[config.mk]
export PLATFORM = sky130hd
export DESIGN_NAME = sdram_timing_monitor
export DESIGN_NICKNAME = d
export VERILOG_FILES = /design/src/rtl/sdram_mon_pkg.sv /design/src/rtl/sdram_cmd_decode.sv /design/src/rtl/sdram_mode_reg.sv /design/src/rtl/sdram_bank_tracker.sv /design/src/rtl/sdram_viol_latch.sv /design/src/rtl/sdram_timing_monitor.sv
export SDC_FILE = /design/constraint.sdc
export NUM_CORES = 1
export LEC_CHECK = 0
export ABC_AREA = 1
export CAP_MARGIN = 10
export CORE_UTILIZATION = 35
export DETAILED_ROUTE_END_ITERATION = 16
export DONT_BUFFER_PORTS = 1
export GPL_TIMING_DRIVEN = 0
export PLACE_DENSITY = 0.54
export RECOVER_POWER = 100
export SLEW_MARGIN = 10
export SYNTH_ARGS = -nofsm -noshare
export SYNTH_HDL_FRONTEND = slang
export SYNTH_SLANG_ARGS = --single-unit
[constraint.sdc]
create_clock -name clk -period 8.59 [get_ports clk]
set_clock_uncertainty 0.15 [all_clocks]
set_input_delay 1.2885 -clock clk [delete_from_list [all_inputs] [get_ports clk]]
set_output_delay 1.2885 -clock clk [all_outputs]
set_load 0.01 [all_outputs]
[src/rtl/sdram_mon_pkg.sv]
package sdram_mon_pkg;

  typedef enum logic [2:0] {
    CMD_NOP,
    CMD_ACT,
    CMD_RD,
    CMD_WR,
    CMD_PRE,
    CMD_LMR,
    CMD_OTHER
  } cmd_e;

  // reason codes, smaller value wins when several arise together
  localparam logic [3:0] RSN_NONE       = 4'd0;
  localparam logic [3:0] RSN_ACT_OPEN   = 4'd1;
  localparam logic [3:0] RSN_COL_CLOSED = 4'd2;
  localparam logic [3:0] RSN_RRD        = 4'd3;
  localparam logic [3:0] RSN_RCD        = 4'd4;
  localparam logic [3:0] RSN_RAS_MIN    = 4'd5;
  localparam logic [3:0] RSN_RAS_MAX    = 4'd6;
  localparam logic [3:0] RSN_RC         = 4'd7;
  localparam logic [3:0] RSN_RP         = 4'd8;
  localparam logic [3:0] RSN_RD2PRE     = 4'd9;
  localparam logic [3:0] RSN_WR2PRE     = 4'd10;
  localparam logic [3:0] RSN_WR2COL     = 4'd11;

  function automatic logic [3:0] pick_min(input logic [3:0] a, input logic [3:0] b);
    if (a == RSN_NONE) return b;
    if (b == RSN_NONE) return a;
    return (a < b) ? a : b;
  endfunction

endpackage

[src/rtl/sdram_cmd_decode.sv]
module sdram_cmd_decode
  import sdram_mon_pkg::*;
(
  input  logic cs_n_i,
  input  logic ras_n_i,
  input  logic cas_n_i,
  input  logic we_n_i,
  output cmd_e cmd_o
);

  always_comb begin
    if (cs_n_i) begin
      cmd_o = CMD_NOP;
    end else begin
      unique case ({ras_n_i, cas_n_i, we_n_i})
        3'b011:  cmd_o = CMD_ACT;
        3'b101:  cmd_o = CMD_RD;
        3'b100:  cmd_o = CMD_WR;
        3'b010:  cmd_o = CMD_PRE;
        3'b000:  cmd_o = CMD_LMR;
        3'b111:  cmd_o = CMD_NOP;
        default: cmd_o = CMD_OTHER;
      endcase
    end
  end

endmodule

[src/rtl/sdram_mode_reg.sv]
module sdram_mode_reg
  import sdram_mon_pkg::*;
#(
  parameter int CLW = 3,
  parameter int BLW = 4
) (
  input  logic           clk,
  input  logic           rst_n,
  input  cmd_e           cmd_i,
  input  logic [2:0]     lat_field_i,
  input  logic [2:0]     burst_field_i,
  output logic [CLW-1:0] cl_o,
  output logic [BLW-1:0] bl_o
);

  logic [CLW-1:0] cl_q;
  logic [BLW-1:0] bl_q;
  logic [CLW-1:0] cl_d;
  logic [BLW-1:0] bl_d;

  always_comb begin
    cl_d = (lat_field_i == 3'd0) ? CLW'(1) : CLW'(lat_field_i);
    unique case (burst_field_i)
      3'd0:    bl_d = BLW'(1);
      3'd1:    bl_d = BLW'(2);
      3'd2:    bl_d = BLW'(4);
      default: bl_d = BLW'(8);
    endcase
  end

  always_ff @(posedge clk) begin
    if (!rst_n) begin
      cl_q <= CLW'(3);
      bl_q <= BLW'(1);
    end else if (cmd_i == CMD_LMR) begin
      cl_q <= cl_d;
      bl_q <= bl_d;
    end
  end

  assign cl_o = cl_q;
  assign bl_o = bl_q;

endmodule

[src/rtl/sdram_bank_tracker.sv]
module sdram_bank_tracker
  import sdram_mon_pkg::*;
#(
  parameter int CW        = 16,
  parameter int CLW       = 3,
  parameter int BLW       = 4,
  parameter int T_RCD     = 2,
  parameter int T_RAS     = 5,
  parameter int T_RAS_MAX = 12000,
  parameter int T_RC      = 7,
  parameter int T_RP      = 2,
  parameter int T_WR      = 2
) (
  input  logic           clk,
  input  logic           rst_n,
  input  cmd_e           cmd_i,
  input  logic           hit_i,
  input  logic           pre_all_i,
  input  logic [CLW-1:0] cl_i,
  input  logic [BLW-1:0] bl_i,
  output logic           open_o,
  output logic [3:0]     err_o
);

  localparam logic [CW-1:0] RCD_C    = CW'(T_RCD);
  localparam logic [CW-1:0] RAS_C    = CW'(T_RAS);
  localparam logic [CW-1:0] RASMAX_C = CW'(T_RAS_MAX);
  localparam logic [CW-1:0] RC_C     = CW'(T_RC);
  localparam logic [CW-1:0] RP_C     = CW'(T_RP);

  logic          open_q;
  logic [CW-1:0] since_act, since_pre, since_rd, since_wr;
  logic          pre_me;
  int            rd_pre_lim, wr_pre_lim;

  function automatic logic [CW-1:0] bump(input logic [CW-1:0] c);
    return (&c) ? c : c + 1'b1;
  endfunction

  assign pre_me     = (cmd_i == CMD_PRE) && (hit_i || pre_all_i) && open_q;
  assign rd_pre_lim = int'(cl_i) + int'(bl_i) - 2;
  assign wr_pre_lim = int'(bl_i) - 1 + T_WR;

  always_comb begin
    err_o = RSN_NONE;
    unique case (cmd_i)
      CMD_ACT: if (hit_i) begin
        if (open_q) begin
          err_o = RSN_ACT_OPEN;
        end else begin
          if (since_act < RC_C) err_o = pick_min(err_o, RSN_RC);
          if (since_pre < RP_C) err_o = pick_min(err_o, RSN_RP);
        end
      end
      CMD_RD, CMD_WR: if (hit_i) begin
        if (!open_q)               err_o = RSN_COL_CLOSED;
        else if (since_act < RCD_C) err_o = RSN_RCD;
      end
      CMD_PRE: if (pre_me) begin
        if (since_act < RAS_C)              err_o = pick_min(err_o, RSN_RAS_MIN);
        if (int'(since_rd) < rd_pre_lim)    err_o = pick_min(err_o, RSN_RD2PRE);
        if (int'(since_wr) < wr_pre_lim)    err_o = pick_min(err_o, RSN_WR2PRE);
      end
      default: ;
    endcase
    if (open_q && (since_act > RASMAX_C)) err_o = pick_min(err_o, RSN_RAS_MAX);
  end

  always_ff @(posedge clk) begin
    if (!rst_n) begin
      open_q    <= 1'b0;
      since_act <= '1;
      since_pre <= '1;
      since_rd  <= '1;
      since_wr  <= '1;
    end else begin
      since_act <= bump(since_act);
      since_pre <= bump(since_pre);
      since_rd  <= bump(since_rd);
      since_wr  <= bump(since_wr);
      if (cmd_i == CMD_ACT && hit_i) begin
        open_q    <= 1'b1;
        since_act <= CW'(1);
      end
      if (pre_me) begin
        open_q    <= 1'b0;
        since_pre <= CW'(1);
      end
      if (cmd_i == CMD_RD && hit_i) since_rd <= CW'(1);
      if (cmd_i == CMD_WR && hit_i) since_wr <= CW'(1);
    end
  end

  assign open_o = open_q;

endmodule

[src/rtl/sdram_viol_latch.sv]
module sdram_viol_latch
  import sdram_mon_pkg::*;
#(
  parameter int NB  = 4,
  parameter int BAW = 2
) (
  input  logic                clk,
  input  logic                rst_n,
  input  logic                clr_i,
  input  logic [NB-1:0][3:0]  bank_err_i,
  input  logic [3:0]          glob_err_i,
  input  logic [BAW-1:0]      glob_bank_i,
  output logic                viol_o,
  output logic [3:0]          code_o,
  output logic [BAW-1:0]      bank_o
);

  logic [3:0]     best;
  logic [BAW-1:0] best_bank;
  logic           viol_q;
  logic [3:0]     code_q;
  logic [BAW-1:0] bank_q;

  always_comb begin
    best      = RSN_NONE;
    best_bank = '0;
    for (int b = 0; b < NB; b++) begin
      logic [3:0] c;
      c = bank_err_i[b];
      if (glob_bank_i == BAW'(b)) c = pick_min(c, glob_err_i);
      if (c != RSN_NONE && (best == RSN_NONE || c < best)) begin
        best      = c;
        best_bank = BAW'(b);
      end
    end
  end

  always_ff @(posedge clk) begin
    if (!rst_n) begin
      viol_q <= 1'b0;
      code_q <= RSN_NONE;
      bank_q <= '0;
    end else if (clr_i || !viol_q) begin
      viol_q <= (best != RSN_NONE);
      code_q <= best;
      bank_q <= best_bank;
    end
  end

  assign viol_o = viol_q;
  assign code_o = code_q;
  assign bank_o = bank_q;

endmodule

[src/rtl/sdram_timing_monitor.sv]
module sdram_timing_monitor
  import sdram_mon_pkg::*;
#(
  parameter int BANKS       = 4,
  parameter int AW          = 12,
  parameter int PRE_ALL_BIT = 10,
  parameter int T_RRD       = 2,
  parameter int T_RCD       = 2,
  parameter int T_RAS       = 5,
  parameter int T_RAS_MAX   = 12000,
  parameter int T_RC        = 7,
  parameter int T_RP        = 2,
  parameter int T_WR        = 2,
  parameter int T_CDL       = 1,
  localparam int BAW        = $clog2(BANKS)
) (
  input  logic           clk,
  input  logic           rst_n,
  input  logic           clr_i,
  input  logic           cs_n_i,
  input  logic           ras_n_i,
  input  logic           cas_n_i,
  input  logic           we_n_i,
  input  logic [BAW-1:0] ba_i,
  input  logic [AW-1:0]  addr_i,
  output logic           viol_o,
  output logic [3:0]     viol_code_o,
  output logic [BAW-1:0] viol_bank_o
);

  localparam int CW  = $clog2(T_RAS_MAX + T_RC + 64) + 1;
  localparam int CLW = 3;
  localparam int BLW = 4;
  localparam logic [CW-1:0] RRD_C = CW'(T_RRD);
  localparam logic [CW-1:0] CDL_C = CW'(T_CDL);

  cmd_e                   cmd;
  logic [CLW-1:0]         cl;
  logic [BLW-1:0]         bl;
  logic [BANKS-1:0]       open_vec;
  logic [BANKS-1:0][3:0]  bank_err;
  logic [3:0]             glob_err;
  logic [CW-1:0]          since_any_act, since_any_wr;
  logic [BAW-1:0]         last_act_bank;
  logic                   addr_unused;

  assign addr_unused = ^{addr_i[AW-1:PRE_ALL_BIT+1], addr_i[PRE_ALL_BIT-1:7], addr_i[3]};

  sdram_cmd_decode u_dec (
    .cs_n_i (cs_n_i),
    .ras_n_i(ras_n_i),
    .cas_n_i(cas_n_i),
    .we_n_i (we_n_i),
    .cmd_o  (cmd)
  );

  sdram_mode_reg #(.CLW(CLW), .BLW(BLW)) u_mode (
    .clk          (clk),
    .rst_n        (rst_n),
    .cmd_i        (cmd),
    .lat_field_i  (addr_i[6:4]),
    .burst_field_i(addr_i[2:0]),
    .cl_o         (cl),
    .bl_o         (bl)
  );

  for (genvar b = 0; b < BANKS; b++) begin : g_bank
    sdram_bank_tracker #(
      .CW(CW), .CLW(CLW), .BLW(BLW),
      .T_RCD(T_RCD), .T_RAS(T_RAS), .T_RAS_MAX(T_RAS_MAX),
      .T_RC(T_RC), .T_RP(T_RP), .T_WR(T_WR)
    ) u_trk (
      .clk      (clk),
      .rst_n    (rst_n),
      .cmd_i    (cmd),
      .hit_i    (ba_i == BAW'(b)),
      .pre_all_i(addr_i[PRE_ALL_BIT]),
      .cl_i     (cl),
      .bl_i     (bl),
      .open_o   (open_vec[b]),
      .err_o    (bank_err[b])
    );
  end

  // cross-bank spacing rules, charged to the commanded bank
  always_comb begin
    glob_err = RSN_NONE;
    if (cmd == CMD_ACT && since_any_act < RRD_C && last_act_bank != ba_i)
      glob_err = RSN_RRD;
    if ((cmd == CMD_RD || cmd == CMD_WR) && since_any_wr < CDL_C)
      glob_err = pick_min(glob_err, RSN_WR2COL);
  end

  always_ff @(posedge clk) begin
    if (!rst_n) begin
      since_any_act <= '1;
      since_any_wr  <= '1;
      last_act_bank <= '0;
    end else begin
      since_any_act <= (&since_any_act) ? since_any_act : since_any_act + 1'b1;
      since_any_wr  <= (&since_any_wr) ? since_any_wr : since_any_wr + 1'b1;
      if (cmd == CMD_ACT) begin
        since_any_act <= CW'(1);
        last_act_bank <= ba_i;
      end
      if (cmd == CMD_WR) since_any_wr <= CW'(1);
    end
  end

  sdram_viol_latch #(.NB(BANKS), .BAW(BAW)) u_latch (
    .clk        (clk),
    .rst_n      (rst_n),
    .clr_i      (clr_i),
    .bank_err_i (bank_err),
    .glob_err_i (glob_err),
    .glob_bank_i(ba_i),
    .viol_o     (viol_o),
    .code_o     (viol_code_o),
    .bank_o     (viol_bank_o)
  );

endmodule

# Word level (Yosys, flattened, before mapping)
# Cells that the tools add are included.
# word_totals
regBits	290
latch_bits	0
mem_bits_rw	0
rom_bits	0
inputBits	21
out_inout_bits	7
wordCells	587
memories	0
# op_classes
addsub	22
mul	0
div_mod_pow	0
order_cmp	54
eq_ne	34
shift	0
n_mux	319
bitwise	1
n_reduce_logical	111
# ops
operator	n
two-way mux 4 bit	152
two-way mux 15 bit	36
adder 15 x 1 -> 15 bit (second input constant)	18
AND reduction 15 bit	18
< comparator 16 x 32 -> 1 bit	8
< comparator 15 x 2 -> 1 bit (second input constant)	9
< comparator 15 x 3 -> 1 bit (second input constant)	8
two-way mux 1 bit	108
zero test 4 bit	25
greater-than comparator 15 x 14 -> 1 bit (second input constant)	4
one-hot mux 4 bit (3 select lines)	5
< comparator 4 bit (second input constant)	13
two-way mux 3 bit	14
OR reduction 2 bit	19
adder 32 x 3 -> 32 bit (second input constant)	1
subtractor 32 x 3 -> 32 bit (second input constant)	1
logical AND 1 bit	30
< comparator 4 bit	7
inequality test 2 bit (second input constant)	13
nonzero test 4 bit	5
one-hot mux 3 bit (6 select lines)	1
< comparator 4 x 3 -> 1 bit (second input constant)	4
== test 3 x 2 -> 1 bit (second input constant)	5
== test 3 bit (second input constant)	5
other kinds (14)	32

# Depth between registers and ports, before layout
# Gate-level depths: netlist (run 1).
# depth
word_depth	58
ltp_mapped	65
depth_no_buf	65

# By module
# A second synthesis (run 1) with hierarchy kept.
# unflattened
cells_unflattened	3265
hier_area_um2	21311.7
# modules_own_cells
module	n_inst	cells_each	area_each_um2	seq_area_each_um2
sdram_bank_tracker	4	663	4345.4	1221.2
sdram_timing_monitor	1	299	1960.6	640.6
sdram_viol_latch	1	264	1629.1	140.1
sdram_mode_reg	1	39	290.3	140.1
sdram_cmd_decode	1	11	50.0	0.0

# Worst setup path before layout (run 1)
# Ideal clock, no wire load.
# synth_path
path_type	reg-to-reg
from	register u_mode.bl_q[0] (netlist: u_mode.bl_o[0])
to	register u_latch.viol_q (netlist: u_latch.viol_o)
setup_ns	0.131
t_arrival_ns	6.986
required_ns	8.309
path_slack_ns	1.323
stages_incl_launch_ff	53
path_buffers	1
synth_period_minus_slack_ns	7.267
cell_sequence	dfxtp_1 -> ha_1 -> inv_1 -> fa_1 -> xor2_1 -> ha_1 -> inv_1 -> nor2_1 -> nand2_4 -> buf_2 -> ha_1 -> a31o_2 -> a21boi_0 -> nand2_1 -> nand3_1 -> nand2_1 -> nand2_1 -> nand3_1 -> [... 17 more ...] -> nand2_4 -> o21ai_2 -> inv_1 -> ha_1 -> a21oi_1 -> nand2_1 -> nand2_2 -> nand2_4 -> o21a_2 -> ha_1 -> a21oi_1 -> nand2_2 -> nand2_4 -> nand2_4 -> nand2_1 -> nand2_1 -> nor2_1 -> a21oi_2
# synth_between
elab_chain_len	40
word_cells_on_any_way	153
cone_classes	add/sub (4); order compare (23); mux (100); reduce/logical (26)
# synth_rtl
element	line	rtl
start: declaration	sdram_mode_reg.sv:17	logic [BLW-1:0] bl_q;
start signal: assignment	sdram_mode_reg.sv:37	bl_q <= bl_d;
branches (longest 38 deep; another with subtractor 32 x 3 -> 32 bit)	--	
two-way mux 4 bit (*)	sdram_viol_latch.sv:31	if (c != RSN_NONE && (best == RSN_NONE || c < best)) begin
nonzero test 4 bit (*)	sdram_viol_latch.sv:44	viol_q <= (best != RSN_NONE);
end signal: assignment	sdram_viol_latch.sv:44	
end: declaration	sdram_viol_latch.sv:20	logic viol_q;
# Mark *: on every way between the ends. The select of a mux whose other input is x is not followed.
# A chain may end at the register's enable or synchronous reset.

# Worst setup path after layout (run 1)
# Ends and elaborated chain as after synthesis.

==> results.md, run 1 <==
- The post-layout instance count excluding filler cells is between 3000 and 4000.
- The repair_antennas step left the layout with diodes totalling 0.
- For this run, design rule violations remaining after detail routing come to 0.
- The die covers 55620 sq um.
- The share of total power dissipated in sequential elements is 0.327.
- The number of warning messages in the yosys log is 0.
- Across all setup checks in the final design, the least slack found is 0.6298 ns.
- The number of antenna violations at the first check in global routing came to 1.
- TritonCTS built the clock tree.
- The count of final hold-check violations is 0.
- In the synthesized netlist, the number of instances is 2875.
- The clock sink count is 290.
- The endpoint kind of the worst setup timing path is a register.
- The number of cells on the worst reg-to-reg path is 52.
- The power density of the placed cells is 300.9 nW/um^2.
- Before CTS, the worst setup slack after placement is -0.3539 ns.
- The number of vias after detailed routing is between 15000 and 20000.
- The max-slew violation total from the final report is 9.
- The number of nets in the synthesized netlist is 3058.
- The leakage component of the power is 11.00 nW.
- After the first detailed-routing iteration, the DRC count stood at 1299.
- In this design, the largest share of critical-path delay is due to simple AND/OR/NAND/NOR gates.
- The overall die height is roughly 240 um.
- The per-cell routed wire length is about 15 um.
- The data required time at the worst endpoint is about 8.8 ns.
- On the critical path, the stage with the largest delay is an instance of sky130_fd_sc_hd__dfxtp_4.
- STA puts the critical path data arrival time at ~8.2 ns.
- The congestion estimate from routability-driven global placement came to a little under 0.9.
- The run finished, with violations left.
- TritonCTS created 39 clock buffers.
- At the pin with the least slew margin, the transition time is ~2.0 ns.
- The worst relative slew slack is -0.3291.
- The initial utilization of the core area, before any placement, comes to 0.3550.
- The worst-case IR drop observed on VDD is roughly 0.13 mV.
- The post-synthesis cell type count is 65.
- The final antenna-violating net count is 0.
- In this run the critical register-to-register path is launched from u_mode.bl_o[0]$_SDFFE_PN1N_.
- The kind of start point of the critical path is a register.
- The leftover overflow at the end of global routing is 0.
- The global-route wire length before repair is 90.36 mm.
- Of the total power, the clock network draws 0.265.
- The clock tree buffer depth is 3.
- The number of buffer and inverter instances along the worst setup path is 6.
- Of the available clock period, the critical path in the final layout requires 0.9267.
- The worst hold path class is register to register.
- The post-synthesis to final-layout area growth is 12.38%.
- The internal power of the cells is about 3.8 mW.
- The library cell appearing most often on the critical path is sky130_fd_sc_hd__nand2_1.
- The destination of the worst hold path is u_mode.cl_o[0]$_SDFFE_PN1N_.
- The worst hold path depth is 2.
- The largest net degree at the start of global routing is 30.
- The region available for standard cell placement spans ~54000 sq um.
- The share of the Yosys chip area taken by registers is 0.3033.
- After detailed routing, the total wire length is 56.53 mm.
- In this run, post-CTS hold repair placed 0 buffers.
- The H-tree was split into 2 levels.
- Counting flops and latches in the post-synthesis netlist gives 290.
- The detailed-routing iteration count for the pre-antenna-repair pass is 5.
- The number of cells after detailed placement is 3571.
- The standard-cell row count is 85.
- Dividing the synthesized area by the synthesized cell count gives 6.657 sq um.
- From left edge to right edge, the die measures 235.8 um.
- The cell at the root of the clock tree is sky130_fd_sc_hd__clkbuf_16.
- The clock latency on the worst-skew pair is 0.56 ns.
- The number of enable-type register cells in the synthesized netlist is 0.
- The final layout contains 3107 nets.
- In this run the register-to-register setup slack is 0.63 ns.
- After synthesis the cells add up to 19140 sq um.
- The critical path in this run is classified as register to register.
- After synthesis, the cell types taking the most area are sky130_fd_sc_hd__dfxtp_1 30%, sky130_fd_sc_hd__nand2_1 12%, sky130_fd_sc_hd__ha_1 11%.
- The maximum clock frequency is 125.6 MHz.
- The reg-to-reg critical path endpoint is u_latch.viol_o$_SDFFE_PN0P_.
- Of all nets on the critical path, the largest fanout is 29.
- Of the post-synthesis cell area, the dominant cell type holds 0.3033.
- The worst path needs 7.960 ns of the cycle, external delays included.
- Port buffering added 0 buffers.
- After clock tree synthesis, the clock-pin slew on the worst setup and hold paths is 0.06 ns.
- The global-route total usage across every layer is 0.2011.
- The via count of the first global-routing pass came to roughly 18000.
- The checks that failed: max-capacitance violations, max-slew violations.
- The start point of the worst min-delay path is u_mode.cl_o[0]$_SDFFE_PN1N_.
- Of the total power, combinational logic draws 0.408.
- The wire-length estimate of the detail-placed layout is 42.07 mm.
- The prevailing post-synth register cell is sky130_fd_sc_hd__dfxtp_1.
- The net load switching power is 2.687 mW.
- The via count normalized by instance count is approximately 5.2.
- Across the run, the number of max-cap violations was 1.
- For this design the top-level I/O count stands at 28.
- Setup violations remaining at the end of the flow were counted as 0.
- Of the cells placed in the final design, the portion with a size suffix greater than 1 is 0.05657.
- After synthesis, the share of flip-flops with an asynchronous set or reset is 0.
- For this run, the slowest stage of the critical path takes 0.42 ns.
- Of the total power, the share spent switching nets is 0.4151.
- The biggest area consumer among synthesized cells is sky130_fd_sc_hd__dfxtp_1.
-- flip-flops by register name, indices dropped and copies added, names as in the netlist --
register,cells
g_bank.u_trk.since_wr,60
u_latch.bank_o,2
last_act_bank,2
u_latch.viol_o,1
u_latch.code_o,4
g_bank.u_trk.open_o,4
g_bank.u_trk.since_act,60
since_any_wr,15
g_bank.u_trk.since_rd,60
g_bank.u_trk.since_pre,60
since_any_act,15
u_mode.cl_o,3
u_mode.bl_o,4
-- cell usage after synthesis (all sizes together) (3+ instances only) --
cell type / n
a21oi: 111
a31o: 13
a31oi: 22
and3: 6
buf: 4
clkbuf: 40
clkinv: 6
dfxtp: 290
ha: 161
inv: 473
nand2: 603
nand3: 187
nand3b: 5
nand4: 61
nor2: 310
nor3: 106
nor3b: 4
nor4: 45
o211ai: 47
o21a: 6
o21ai: 252
o21bai: 15
o221ai: 6
o22ai: 4
o311ai: 3
o31ai: 31
o41ai: 4
or2: 9
xnor2: 8
xor2: 19
-- cell type report --
| class | instances | area [sq um] |
|---|---|---|
| buffer | 44 | 196.4 |
| clock buffer | 56 | 1182 |
| clock inverter | 13 | 173.9 |
| fill | 5561 | 32410 |
| inverter | 479 | 1805 |
| multi-input combinational | 2062 | 11410 |
| sequential | 290 | 5809 |
| tap | 696 | 870.8 |
| timing repair buffer | 8 | 60.06 |
-- tightest hold or removal path: stages, from the launching register on --
cell and delay (ns):
sky130_fd_sc_hd__dfxtp_1 0.33, sky130_fd_sc_hd__a21oi_1 0.06, sky130_fd_sc_hd__nand2_1 0.05
-- worst max path at each step --
stage                                start                     endpoint  slack [ns]  cells after the start
3_5_place_dp   u_mode.bl_o[0]$_SDFFE_PN1N_  u_latch.viol_o$_SDFFE_PN0P_       -0.35                     55
6_report       u_mode.bl_o[0]$_SDFFE_PN1N_  u_latch.viol_o$_SDFFE_PN0P_        0.63                     52
4_1_cts        u_mode.bl_o[0]$_SDFFE_PN1N_  u_latch.viol_o$_SDFFE_PN0P_        0.02                     55
3_3_place_gp   u_mode.bl_o[0]$_SDFFE_PN1N_  u_latch.viol_o$_SDFFE_PN0P_       -0.18                     55
5_1_grt        u_mode.bl_o[0]$_SDFFE_PN1N_  u_latch.viol_o$_SDFFE_PN0P_      -0.008                     63
2_1_floorplan  u_mode.bl_o[0]$_SDFFE_PN1N_  u_latch.viol_o$_SDFFE_PN0P_        1.32                     52
-- through the flow --
step	hold slack (ns)	area, sq um	power [mW]	util	setup TNS (ns)
final	0.3267	21510	6.473	0.3989	0
after global routing	0.3608	21510	7.071	0.3989	-0.008448
after floorplan	0.2903	19140	4.115	-	0
after CTS	0.3300	21370	6.495	0.3963	0
after detailed placement	0.3174	20010	4.736	0.3711	-1.299
after global placement	0.3190	20010	4.671	0.3711	-0.4356
-- layout by cell type (no fill, tap or decap), types with 8 or more instances in the layout --
cell,count
sky130_fd_sc_hd__dfxtp_1,289
sky130_fd_sc_hd__nor3_1,103
sky130_fd_sc_hd__o211ai_1,47
sky130_fd_sc_hd__nand2_1,583
sky130_fd_sc_hd__o21ai_0,240
sky130_fd_sc_hd__nand2_2,15
sky130_fd_sc_hd__ha_1,161
sky130_fd_sc_hd__clkbuf_8,10
sky130_fd_sc_hd__nand3_1,183
sky130_fd_sc_hd__nor2_1,302
sky130_fd_sc_hd__xor2_1,17
sky130_fd_sc_hd__a21oi_1,107
sky130_fd_sc_hd__clkbuf_1,46
sky130_fd_sc_hd__inv_2,13
sky130_fd_sc_hd__inv_1,457
sky130_fd_sc_hd__nor4_1,43
sky130_fd_sc_hd__buf_4,8
sky130_fd_sc_hd__o31ai_1,31
sky130_fd_sc_hd__nand4_1,60
sky130_fd_sc_hd__a31o_2,13
sky130_fd_sc_hd__a31oi_1,22
sky130_fd_sc_hd__clkbuf_16,41
sky130_fd_sc_hd__xnor2_1,8
sky130_fd_sc_hd__o21bai_1,15
-- routing by layer --
layer,up-vias,global-route usage,share of wire
met4,0,0.09348,0.041
met5,-,0,0
met2,354,0.3360,0.45
met1,8668,0.2542,0.46
li1,9705,-,-
met3,109,0.02961,0.044
-- kinds of logic (layout without fill, tap and decap cells) --
family | Yosys count | count (layout) | synth area share
flops | 290 | 290 | 0.3033
fa+ha+maj | 162 | 162 | 0.1063
buf+inv | 523 | 600 | 0.1031
simple gates | 1338 | 1338 | 0.3088
xor+xnor | 27 | 27 | 0.01334
compound gates | 535 | 535 | 0.1652
-- timing repair --
action                                  4_1_cts  5_1_grt
cloned                                        0        0
endpoints found under the setup margin        7        7
gates resized for setup                       2       25
hold endpoints to repair                      0        0
pin swaps                                     0        1
setup buffers                                 0        8
-- power by group through the flow --
stage                     Sequential (mW)  Combinational [mW]  Clock, mW
after global placement               2.13                2.54          0
final                                2.12                2.64       1.71
after global routing                 2.18                3.08       1.81
after CTS                            2.11                2.62       1.76
after floorplan                      2.03                2.09          0
after detailed placement             2.13                2.60          0
(Power assumes the default switching activity.)
==> run 2: changes to the inputs <==
SYNTH_HIERARCHICAL = 1   (was default)
==> run 2 against run 1 <==
The flow now finishes without violations. Hold slack improved by 0.029 ns. Critical path depth down 1. Largest cell class unchanged. Via count rose by 8.5%.
==> results.md, run 2 <==
- The per-cell routed wire length is around 14 um.
- The fraction of synthesized cell area in xor and xnor cells is 0.02055.
- In the final design database the tool counted 3481 nets.
- The number of clock buffers added by TritonCTS is 39.
- In the final layout, the share of cells above drive strength 1 is 0.09121.
- The via count normalized by instance count is 4.967.
- The setup path with the least slack is of type register to register.
- The synthesized netlist cell count is about 3300.
- The clock passes through at most 3 buffers.
- The biggest area consumer among synthesized cells is sky130_fd_sc_hd__dfxtp_1.
- The antenna diode count is 0.
- STA classifies the critical path startpoint as a register.
- The sequential element share of the synthesized area is 0.2724.
- The leftover overflow at the end of global routing is 0.
- Counting flops with an async set or reset pin after synthesis yields a share of 0.
- The largest net degree at the start of global routing is 28.
- After clock tree synthesis, the flow added hold-fix buffers numbering 0.
- Synthesis inferred slightly below 300 register bits.
- The first TritonRoute pass finished after 5 iterations.
- Ranked by total cell area, the synthesized netlist is headed by sky130_fd_sc_hd__dfxtp_1 27%, sky130_fd_sc_hd__nand2_1 12%, sky130_fd_sc_hd__ha_1 8.6%.
- The worst hold path class is register to register.
- The number of antenna violations at the first check in global routing is 0.
- Setup violations remaining at the end of the flow were counted as 0.
- Clock-pin slew was measured on the worst setup and hold paths at about 0.050 ns.
- The number of enable-type register cells in the synthesized netlist is 0.
- From left edge to right edge, the die measures 248.8 um.
- Data on the critical path is required at its endpoint by 8.90 ns.
- The final total negative setup slack is 0 ns.
- After the first detailed-routing iteration, the DRC count stood at 1291.
- In this design, the stage delay of the slowest critical-path cell is 0.53 ns.
- The max-slew violation total from the final report is 0.
- Yosys mapped the design onto 56 distinct sky130hd cell types.
- Leaving out fill and tap cells, the most frequent cells in the layout are 703 x sky130_fd_sc_hd__nand2_1, 465 x sky130_fd_sc_hd__inv_1, 363 x sky130_fd_sc_hd__nor2_1.
- The detail route stage leaves a number of antenna-violating nets equal to 0.
- The transition time at the pin with the least slew margin is 0.8848 ns.
- The count of buffers from port buffering is 0.
- The post-synthesis to final-layout area growth is 10.43%.
- TritonCTS built the clock tree.
- The dominant combinational cell family by area after synthesis is simple AND/OR/NAND/NOR gates.
- During synthesis, Yosys emitted a total of 6 warnings.
- Across every metal layer, demand over resource in global routing totals 0.1859.
- The via count of the first global-routing pass was approximately 19000.
- The post-layout instance count excluding filler cells is about 4100.
- The cell at the root of the clock tree is sky130_fd_sc_hd__clkbuf_16.
- Max-cap violations in this run came to 0.
- The count of final hold-check violations is 0.
- From bottom edge to top edge, the die measures between 200 and 250 um.
- The final wirelength is between 50 and 60 mm.
- The synthesized area per cell is 6.527 sq um.
- For the worst setup path, the data arrival time is 8.14 ns.
- The clock sink count is 290.
- For the worst-skew pair, the clock arrives at the later sink with an insertion delay of 0.57 ns.
- Of the total synthesized cell area, the portion taken by full adders, half adders and majority gates is 0.09006.
- Across the VDD grid, the largest voltage drop is 0.1451 mV.
- For this run, the leading register cell type out of synthesis is sky130_fd_sc_hd__dfxtp_1.
- The power density of the placed cells is 325.7 nW/um^2.
- The most numerous cell type found on the critical path is sky130_fd_sc_hd__nand2_1.
- The area share of the leading cell type in the synthesized netlist is 0.2724.
- The weighted congestion reported at the end of routability-driven placement is roughly 0.86.
- The half-perimeter wire length of the detailed placement result is 43.47 mm.
- The worst setup path is captured at a register.
- The number of cells after detailed placement is 4050.
- The standard-cell row count is 90.
- The flow ran to the end, and the final reports show no timing, DRC or antenna violations.
- The most common cell in the synthesized netlist is sky130_fd_sc_hd__nand2_1.
- For the finished layout, the period the worst path requires is around 8 ns.
- The global-route wire length before repair is 96.07 mm.
- The boundary pin count is 28.
- The die outline area is roughly 62000 sq um.
- In this run the static leakage power is 12.14 nW.
- The compound-gate portion of the synthesized area is 0.1141.
- The critical path's slowest cell is sky130_fd_sc_hd__dfxtp_1.
- Ranked by instance count, the synthesized netlist is headed by 702 x sky130_fd_sc_hd__nand2_1, 452 x sky130_fd_sc_hd__inv_1, 358 x sky130_fd_sc_hd__nor2_1.
- Headroom to the max-slew limit came out at 0.4056.
- Of all nets on the critical path, the largest fanout is 11.
- Setup repair after global routing left no endpoint under its margin.
- The H-tree level count is 2.
- The power after layout is 7.665 mW.
- The initial cell density of the core is 0.3537.
- The detailed-route DRC error count is 0.
- The maximum clock frequency is about 130 MHz.
- The synthesized netlist occupies a cell area of around 21000 sq um.
- Leaving out fill and tap cells, the most frequent cell in the layout is sky130_fd_sc_hd__nand2_1.
- The final clock period utilization by the worst path is 0.9121.
- The area of the placeable core is 60250 sq um.
- The simple-gate share of the synthesized area is 0.4018.
- Of the post-synthesis cell area, the part taken by muxes is 0.
- The number of filler instances in the final layout is approximately 6600.
- Across all layers, the routed design uses just over 20000 vias.
run 2: per-stage QoR:
| step | cell area, sq um | util | hold slack [ns] | setup slack (ns) |
|---|---|---|---|---|
| after floorplan | 21320 | - | 0.3256 | 1.540 |
| after global placement | 22300 | 0.3701 | 0.3543 | -0.4213 |
| after detailed placement | 22360 | 0.3711 | 0.3445 | 0.6780 |
| after CTS | 23630 | 0.3923 | 0.3528 | 0.6276 |
| after global routing | 23540 | 0.3907 | 0.3771 | 0.04155 |
| final | 23540 | 0.3907 | 0.3559 | 0.7551 |
run 2: kinds of logic after synthesis:
logic type	after synthesis
XOR/XNOR	50
buffers and inverters	559
AO/OA/AOI/OAI	403
other	1
flip-flops	290
adder cells (fa/ha/maj)	151
AND/OR/NAND/NOR	1811
run 2: report_power, final:
part	internal, mW	switching, mW	total (mW)
logic	1.35	2.24	3.59
registers	1.82	0.603	2.42
clock network	1.03	0.628	1.66
total	4.19	3.47	7.66
run 2: final timing paths:
| path | end | slack, ns | startpoint | cells past startpoint |
|---|---|---|---|---|
| worst max register to register | u_latch/viol_o$_SDFFE_PN0P_ | 0.76 | u_mode/bl_o[1]$_SDFFE_PN0N_ | 51 |
| worst min register to register | g_bank[2].u_trk/since_pre[1]$_SDFFE_PN1P_ | 0.36 | g_bank[2].u_trk/since_pre[1]$_SDFFE_PN1P_ | 2 |
| worst max-delay path | u_latch/viol_o$_SDFFE_PN0P_ | 0.76 | u_mode/bl_o[1]$_SDFFE_PN0N_ | 51 |
| worst min-delay path | g_bank[2].u_trk/since_pre[1]$_SDFFE_PN1P_ | 0.36 | g_bank[2].u_trk/since_pre[1]$_SDFFE_PN1P_ | 2 |
run 2: critical path: cells and delay by family, from the launching register on:
kind	cells	cell delay, ns
buf+inv	8	0.56
fa+ha+maj	8	2.49
compound gates	9	1.59
flops	1	0.53
simple gates	26	2.35
run 2: cell type report:
| type | instances | area (sq um) | area share |
|---|---|---|---|
| Timing Repair Buffer | 1 | 3.754 | 0.0001595 |
| Clock inverter | 8 | 142.6 | 0.006061 |
| Tap cell | 782 | 978.4 | 0.04157 |
| Multi-Input combinational cell | 2418 | 13350 | 0.5673 |
| Clock buffer | 57 | 1136 | 0.04827 |
| Sequential cell | 290 | 5807 | 0.2467 |
| Buffer | 34 | 135.1 | 0.005742 |
| Inverter | 525 | 1981 | 0.08416 |
run 2: repair_timing:
item | in CTS | in global routing
setup endpoints to repair | 0 | 3
resized for setup | 0 | 1
endpoints found under the hold margin | 0 | 0
setup buffers | 0 | 0
run 2: per-layer routing:
metal,wire length (um),up-vias,track usage,share of wire
met4,1204,0,0.04756,0.021
met2,25270,283,0.3019,0.44
met5,0,-,0,0
met1,28900,9187,0.2570,0.50
li1,-,10902,-,-
met3,2183,68,0.02665,0.038
